--- src/rtl/fdx_pause_pkg.sv ---
package fdx_pause_pkg;
  localparam int unsigned PT_W = 16;

  typedef struct packed {
    logic start;
    logic refresh;
    logic rel_z;
  } auto_ev_t;
endpackage

--- src/rtl/fdx_pause_cmp.sv ---
module fdx_pause_cmp #(
  parameter int unsigned LVL_W = 14
) (
  input  logic [LVL_W-1:0] level_i,
  input  logic [LVL_W-1:0] thr_on_i,
  input  logic [LVL_W-1:0] thr_off_i,
  output logic             over_o,
  output logic             under_o
);
  assign over_o  = level_i > thr_on_i;
  assign under_o = level_i < thr_off_i;
endmodule

--- src/rtl/fdx_pause_timer.sv ---
module fdx_pause_timer #(
  parameter int unsigned RLD_W = 16
) (
  input  logic             clk_i,
  input  logic             rst_ni,
  input  logic             en_i,
  input  logic             load_i,
  input  logic             load_run_i,
  input  logic [RLD_W-1:0] reload_i,
  input  logic             tick_i,
  output logic             expired_o
);
  logic             run_q;
  logic [RLD_W-1:0] cnt_q;

  always_ff @(posedge clk_i or negedge rst_ni) begin
    if (!rst_ni) begin
      run_q <= 1'b0;
      cnt_q <= '0;
    end else if (!en_i) begin
      run_q <= 1'b0;
    end else if (load_i) begin
      run_q <= load_run_i;
      cnt_q <= reload_i;
    end else if (tick_i && run_q && cnt_q != '0) begin
      cnt_q <= cnt_q - 1'b1;
    end
  end

  assign expired_o = run_q && cnt_q == '0;
endmodule

--- src/rtl/fdx_pause_ctrl.sv ---
module fdx_pause_ctrl
  import fdx_pause_pkg::*;
(
  input  logic            clk_i,
  input  logic            rst_ni,
  input  logic            en_i,
  input  logic            sw_set_i,
  input  logic            ack_i,
  input  logic            over_i,
  input  logic            under_i,
  input  logic            expired_i,
  input  logic            zdis_i,
  input  logic [PT_W-1:0] pause_time_i,
  output logic            req_o,
  output logic [PT_W-1:0] req_time_o,
  output logic            sw_busy_o,
  output logic            accept_o,
  output logic            accept_nz_o
);
  logic            sw_q, req_q, req_sw_q, epi_q;
  logic [PT_W-1:0] time_q;
  auto_ev_t        ev;
  logic            fire;

  always_comb begin
    ev.start   = !epi_q && over_i;
    ev.refresh = epi_q && expired_i && over_i;
    ev.rel_z   = epi_q && under_i && !zdis_i;
  end

  assign fire        = en_i && !req_q && (sw_q || (|ev));
  assign accept_o    = req_q && ack_i;
  assign accept_nz_o = accept_o && time_q != '0;

  always_ff @(posedge clk_i or negedge rst_ni) begin
    if (!rst_ni) begin
      sw_q     <= 1'b0;
      req_q    <= 1'b0;
      req_sw_q <= 1'b0;
      epi_q    <= 1'b0;
      time_q   <= '0;
    end else begin
      if (en_i && sw_set_i)          sw_q <= 1'b1;
      else if (accept_o && req_sw_q) sw_q <= 1'b0;

      if (fire) begin
        req_q    <= 1'b1;
        req_sw_q <= sw_q;
        // software strike owns the time field; auto release sends zero
        time_q   <= (sw_q || ev.start || ev.refresh) ? pause_time_i : '0;
      end else if (accept_o) begin
        req_q    <= 1'b0;
      end

      if (!en_i)                               epi_q <= 1'b0;
      else if (fire && ev.start)               epi_q <= 1'b1;
      else if (under_i && (zdis_i || fire))    epi_q <= 1'b0;
    end
  end

  assign req_o      = req_q;
  assign req_time_o = time_q;
  assign sw_busy_o  = sw_q;
endmodule

--- src/rtl/fdx_pause_trig.sv ---
module fdx_pause_trig
  import fdx_pause_pkg::*;
#(
  parameter int unsigned LVL_W = 14,
  parameter int unsigned RLD_W = 16
) (
  input  logic             clk_i,
  input  logic             rst_ni,
  input  logic             full_duplex_i,
  input  logic             tx_fc_en_i,
  input  logic             sw_send_i,
  output logic             sw_busy_o,
  input  logic [PT_W-1:0]  pause_time_i,
  input  logic [LVL_W-1:0] fifo_level_i,
  input  logic [LVL_W-1:0] thr_on_i,
  input  logic [LVL_W-1:0] thr_off_i,
  input  logic [RLD_W-1:0] reload_i,
  input  logic             slot_tick_i,
  input  logic             zero_pause_dis_i,
  output logic             pause_req_o,
  output logic [PT_W-1:0]  pause_time_o,
  input  logic             pause_ack_i
);
  logic en, over, under, expired, accept, accept_nz;

  assign en = full_duplex_i && tx_fc_en_i;

  fdx_pause_cmp #(.LVL_W(LVL_W)) u_cmp (
    .level_i  (fifo_level_i),
    .thr_on_i (thr_on_i),
    .thr_off_i(thr_off_i),
    .over_o   (over),
    .under_o  (under)
  );

  fdx_pause_timer #(.RLD_W(RLD_W)) u_tmr (
    .clk_i     (clk_i),
    .rst_ni    (rst_ni),
    .en_i      (en),
    .load_i    (accept),
    .load_run_i(accept_nz),
    .reload_i  (reload_i),
    .tick_i    (slot_tick_i),
    .expired_o (expired)
  );

  fdx_pause_ctrl u_ctrl (
    .clk_i       (clk_i),
    .rst_ni      (rst_ni),
    .en_i        (en),
    .sw_set_i    (sw_send_i),
    .ack_i       (pause_ack_i),
    .over_i      (over),
    .under_i     (under),
    .expired_i   (expired),
    .zdis_i      (zero_pause_dis_i),
    .pause_time_i(pause_time_i),
    .req_o       (pause_req_o),
    .req_time_o  (pause_time_o),
    .sw_busy_o   (sw_busy_o),
    .accept_o    (accept),
    .accept_nz_o (accept_nz)
  );
endmodule

--- config.mk ---
export PLATFORM = sky130hd
export DESIGN_NAME = fdx_pause_trig
export DESIGN_NICKNAME = d
export VERILOG_FILES = /design/src/rtl/fdx_pause_pkg.sv /design/src/rtl/fdx_pause_cmp.sv /design/src/rtl/fdx_pause_timer.sv /design/src/rtl/fdx_pause_ctrl.sv /design/src/rtl/fdx_pause_trig.sv
export SDC_FILE = /design/constraint.sdc
export NUM_CORES = 1
export LEC_CHECK = 0
export CAP_MARGIN = 25
export CORE_ASPECT_RATIO = 2
export CORE_MARGIN = 2
export CORE_UTILIZATION = 49
export DETAILED_ROUTE_END_ITERATION = 12
export PLACE_DENSITY = 0.95
export SLEW_MARGIN = 20
export SYNTH_ARGS = -nofsm -noshare
export SYNTH_HDL_FRONTEND = slang
export SYNTH_SLANG_ARGS = --single-unit
--- constraint.sdc ---
create_clock -name clk_i -period 3.9 [get_ports clk_i]
set_input_delay 0.585 -clock clk_i [delete_from_list [all_inputs] [get_ports clk_i]]
set_output_delay 0.585 -clock clk_i [all_outputs]
set_load 0.005 [all_outputs]
=== Word-level counts from Yosys, hierarchy flattened ===
Cells that the tools add are included.
Widths: inputs -> output; s select.

* Add/sub/neg operators: 1
* Equality and inequality tests: 2
* $lt $le $gt $ge: 2
* Reduce and logical (&&, ||, !) cells: 32
* Muxes and demuxes: 12

{| class="wikitable"
|+ Operators with widths
! kind !! count
|-
| $mux 16 || 3
|-
| $reduce_bool 16->1 || 2
|-
| $logic_and 1x1->1 || 17
|-
| $logic_not 16->1 || 1
|-
| $sub 16x1->16 const B || 1
|-
| $gt 14x14->1 || 1
|-
| $lt 14x14->1 || 1
|-
| $mux 1 || 9
|-
| $reduce_bool 2->1 || 3
|-
| $logic_or 1x1->1 || 4
|-
| $logic_not 1->1 || 3
|-
| $ne 3x3->1 const B || 1
|-
| $reduce_or 3->1 || 1
|-
| $ne 2x2->1 const B || 1
|-
| $reduce_and 2->1 || 1
|}

* Bits in registers: 37
* Input bits: 82

=== Logic depth before layout (Yosys ltp) ===
* Word-level depth: 12
* Mapped depth: 10
* Mapped depth without buffers: 8

=== Cells and area by module ===
A second synthesis with hierarchy kept.

* Cell total of the unflattened synthesis: 332
* Area total of the unflattened synthesis: 2,902.8 sq um

{| class="wikitable"
|+ Modules (own cells, without submodules)
! module !! sequential area each (sq um) !! cells each !! area an instance (sq um) !! times used
|-
| fdx_pause_timer || 425.4 || 141 || 1,212.4 || 1
|-
| fdx_pause_ctrl || 500.5 || 94 || 1,003.5 || 1
|-
| fdx_pause_cmp || 0.0 || 96 || 680.7 || 1
|-
| fdx_pause_trig || 0.0 || 1 || 6.3 || 1
|}

=== Worst setup path before layout ===
Ideal clock, no wire load.

* Path kind: input to register
* Start point: input thr_on_i[9]
* End point: register u_ctrl.time_q[10] (netlist: u_ctrl.req_time_o[10])
* Path slack: 1.308 ns
* Arrival time: 2.466 ns
* Stages on the path: 9
* Setup time: 0.126 ns
* Path buffers: 1
* Required time: 3.774 ns
* Cells stage by stage: inv_1 > ha_1 > a21oi_1 > o21ai_0 > a211o_1 > o21ai_1 > nor2_1 > clkbuf_1 > a221o_1

* Cells in the longest elaborated chain, start to end: 5
* Elaborated cells on any way between the ends: 9
* Those cells by class: order compare (1); mux (1); reduce/logical (7)

{| class="wikitable"
|+ Ends and longest elaborated chain
! element !! RTL line !! text
|-
| start, declared || fdx_pause_trig.sv:15 || <nowiki>input logic [LVL_W-1:0] thr_on_i,</nowiki>
|-
| $gt 14x14->1 (*) || fdx_pause_cmp.sv:10 || <nowiki>assign over_o = level_i > thr_on_i;</nowiki>
|-
| $logic_and 1x1->1, on equally long branches || fdx_pause_ctrl.sv:27, fdx_pause_ctrl.sv:26 ||
|-
| $reduce_or 3->1 / $logic_or 1x1->1 (equally long branches) || fdx_pause_ctrl.sv:31, fdx_pause_ctrl.sv:50 ||
|-
| $logic_or 1x1->1, on equally long branches || fdx_pause_ctrl.sv:31, fdx_pause_ctrl.sv:50 ||
|-
| $logic_and 1x1->1 / $mux 16 (equally long branches) || fdx_pause_ctrl.sv:31, fdx_pause_ctrl.sv:50 ||
|-
| end signal, assigned || fdx_pause_ctrl.sv:50 || <nowiki>time_q <= (sw_q || ev.start || ev.refresh) ? pause_time_i : '0;</nowiki>
|-
| end, declared || fdx_pause_ctrl.sv:21 || <nowiki>logic [PT_W-1:0] time_q;</nowiki>
|}

Every way passes the cells marked *; elsewhere a longest branch is shown, timed or not.
A chain may end at the register's enable or synchronous reset.

=== Final worst setup path ===
* Start point: input thr_on_i[13]
* End point: register u_ctrl.time_q[3] (netlist: u_ctrl.req_time_o[3])

Same word-level chain as after synthesis.

==> summary.md <==
| Metric | Value |
|---|---|
| Result of the run | `finished clean` |
| Crit-path max FO | `13` |
| Number of levels in the clock H-tree | `2` |
| Fillers | `425` |
| Post-synthesis register bit count | `37` |
| Final Power | `about 0.0018 W` |
| Number of violations of the max-capacitance limit | `0` |
| Post-synth top flop | `sky130_fd_sc_hd__dfrtp_1` |
| Width of the die | `approximately 57 microns` |
| CORE AREA | `approximately 5400 sq um` |
| Final clock period utilization by the worst path | `slightly above 70%` |
| Buffers & Inverters on Critical Path | `3` |
| Post-synthesis instance total | `between 300 and 400` |
| Relative slew slack | `43.2%` |
| Detailed placement HPWL | `6.40 mm` |
| Buffer count from post-CTS setup fixing | `0` |
| Vias | `approximately 3000` |
| Crit-path leading delay family | `simple AND/OR/NAND/NOR gates` |
| Wire length of the first global-routing pass | `between 10 and 15 mm` |
| # nets final | `a little over 500` |
| Sequential cell area | `between 900 and 1000 sq um` |
| Max clock buf depth | `2` |
| Fraction of layout instances using a drive strength above 1 | `4.42%` |
| Leakage | `1.79 nW` |
| CP startpoint kind | `primary input` |
| Power density over the cells | `about 470 nW/um^2` |
| Transition time of the tightest slew-check pin | `852 ps` |
| Share of the yosys chip area belonging to registers | `roughly 33%` |
| Global route overflow | `0` |
| Required time of the critical path | `slightly above 4000 ps` |
| Vias per Instance | `6.34` |
| Cell area after technology mapping | `roughly 2800 sq um` |
| Total iterations of the first detailed-routing run | `4` |
| Worst path slowest cell | `sky130_fd_sc_hd__nor4_1` |
| Detailed-route wire length | `8.27 mm` |
| Setup-violating endpoint count in the final report | `0` |
| Arr. time, crit path | `2980 ps` |
| Die Footprint | `~6300 sq um` |
| Weighted congestion at the end of routability-driven global placement | `0.891` |
| Post-Syn Area per Cell | `8.83 sq um` |
| Cells along the critical path | `clkdlybuf4s50_1, inv_1, ha_1, nand4_1, nor4_1, o21bai_1, o21ai_1, nor2_1, buf_4, a221o_1` |
| Minimum clock period | `roughly 2800 ps` |
| Pins over their slew limit | `0` |
| Detail-routed net length per standard cell | `approximately 18 microns` |
| Setup TNS Final | `0 ps` |
| Share of synthesized flip-flops with an asynchronous set or reset | `100%` |
| Number of synthesized flops with an enable pin | `0` |
| Root buffer cell | `sky130_fd_sc_hd__clkbuf_8` |
| Area used by multi-input combinational logic | `~1700 sq um` |
| Area added between synthesis and finish | `39.8%` |
| Number of global-route vias before repair | `just over 3000` |
| Category of the critical setup timing path | `in -> reg` |
| CTS tree | `built` |
| Max Freq | `between 300 and 400 MHz` |
| GRT Total Usage | `between 20% and 30%` |
| Worst clock skew | `just over 6 ps` |
| Later-pin clock latency in the skew report | `290 ps` |
| Diode insertion count for antenna repair | `0` |
| Yosys warning total | `0` |
| Count of antenna-violating nets left after detailed routing | `0` |
| Number of antenna violations at the first check in global routing | `0` |
| Number of design-rule violations left by the first detailed-router iteration | `slightly below 200` |
| Critical path's largest stage delay | `~540 ps` |
| Pin count of the biggest net entering global routing | `38` |
| Hold Buf Count CTS | `0` |
| Buffers on Ports | `just under 100` |
| Endpoints failing hold | `0` |
| Clock sink total | `37` |
| Number of distinct library cells after synthesis | `45` |
| Floorplan die height | `between 100 and 150 microns` |
| # IOs | `100` |
| Net Count, Synth | `about 430` |
| Setup repair after global routing missed its margin | `no` |
| Clock buffer count from CTS | `5` |
| CTS clk-pin slew, worst paths | `70 ps` |
| Critical Path Sink Type | `register` |
| Commonest cells after routing, fill and taps aside | `98 x sky130_fd_sc_hd__clkdlybuf4s50_1, 37 x sky130_fd_sc_hd__dfrtp_1, 34 x sky130_fd_sc_hd__a21oi_1` |
| Peak supply drop | `roughly 0.47 mV` |
| Min-delay worst type | `in -> async` |
| Commonest non-fill, non-tap cell in the layout | `sky130_fd_sc_hd__clkdlybuf4s50_1` |
| Post-cts gate resize count | `0` |
| Number of placement rows | `38` |
| Effective utilization at floorplan | `about half` |
| DRC | `0` |
[worst paths after layout]
check,start,to,slack [ps],cells after the start
worst min register to register,u_ctrl.req_sw_q$_DFFE_PN0P_,u_ctrl.req_sw_q$_DFFE_PN0P_,530,2
worst max register to register,u_tmr.cnt_q[0]$_DFFE_PN0P_,u_tmr.cnt_q[14]$_DFFE_PN0P_,1230,8
worst max-delay path,thr_on_i[13],u_ctrl.req_time_o[3]$_DFFE_PN0P_,1090,10
max in group asynchronous,rst_ni,u_ctrl.req_time_o[14]$_DFFE_PN0P_,2960,1
min in group clk_i,u_ctrl.req_sw_q$_DFFE_PN0P_,u_ctrl.req_sw_q$_DFFE_PN0P_,530,2
worst min-delay path,rst_ni,u_tmr.cnt_q[3]$_DFFE_PN0P_,400,1
[power breakdown]
group / internal (W) / total, W / switching [W]
Combinational: 0.000475 / 0.000815 / 0.000339
Sequential: 0.000539 / 0.000746 / 0.000207
Clock: 0.000140 / 0.000269 / 0.000129
[cells in the mapped netlist (5+ instances only)]
master / instances / area, sq um
sky130_fd_sc_hd__nand2_1: 15 / 56.3
sky130_fd_sc_hd__inv_1: 33 / 124
sky130_fd_sc_hd__nand3_1: 5 / 25.0
sky130_fd_sc_hd__o21ai_0: 20 / 100
sky130_fd_sc_hd__clkbuf_1: 14 / 52.6
sky130_fd_sc_hd__dfrtp_1: 37 / 926
sky130_fd_sc_hd__o211a_1: 16 / 160
sky130_fd_sc_hd__o21ai_1: 5 / 25.0
sky130_fd_sc_hd__nor2_1: 17 / 63.8
sky130_fd_sc_hd__nor4_1: 8 / 50.1
sky130_fd_sc_hd__ha_1: 29 / 363
sky130_fd_sc_hd__nand4_1: 7 / 43.8
sky130_fd_sc_hd__a21oi_1: 34 / 170
sky130_fd_sc_hd__a221o_1: 16 / 160
sky130_fd_sc_hd__o22ai_1: 5 / 31.3
sky130_fd_sc_hd__nor3_1: 9 / 45.0
[sequential cells by signal (all words and copies together) (netlist names)]
| signal | count |
|---|---|
| u_ctrl.req_sw_q | 1 |
| u_ctrl.req_time_o | 16 |
| u_tmr.cnt_q | 16 |
| u_ctrl.epi_q | 1 |
| u_tmr.run_q | 1 |
| u_ctrl.req_o | 1 |
| u_ctrl.sw_busy_o | 1 |
[per-layer routing]
layer / vias up / global-route usage (%) / share of wire [%]
met2: 126 / 51.1 / 57
li1: 1374 / - / -
met5: - / 0 / 0
met1: 1426 / 28.6 / 34
met3: 35 / 3.97 / 4.2
met4: 0 / 14.0 / 4.8
[cell families after synthesis]
group / count (synthesis) / synth area share (%)
simple gates: 78 / 15.9
flops: 37 / 33.4
mux: 2 / 0.722
fa+ha+maj: 29 / 13.1
buf+inv: 50 / 7.08
compound gates: 118 / 29.8
[per-stage QoR]
step	cells	setup slack (ps)	cell area (sq um)	utilization (%)	hold WS (ps)
floorplan	314	1310	2770	-	289
global placement	459	709	3780	69.8	495
detailed placement	459	538	3780	69.8	516
CTS	466	813	3870	71.4	419
global route	467	861	3880	71.5	458
finish	467	1090	3880	71.5	398
[area by class of cell]
type | instances | share of cell area (%)
clock buffers | 7 | 2.23
inverters | 33 | 3.19
multi-input cells | 227 | 42.6
flip-flops and latches | 37 | 23.9
well taps | 60 | 1.94
repair buffers | 103 | 26.2
No activity file was read; power rests on OpenSTA's default activity.
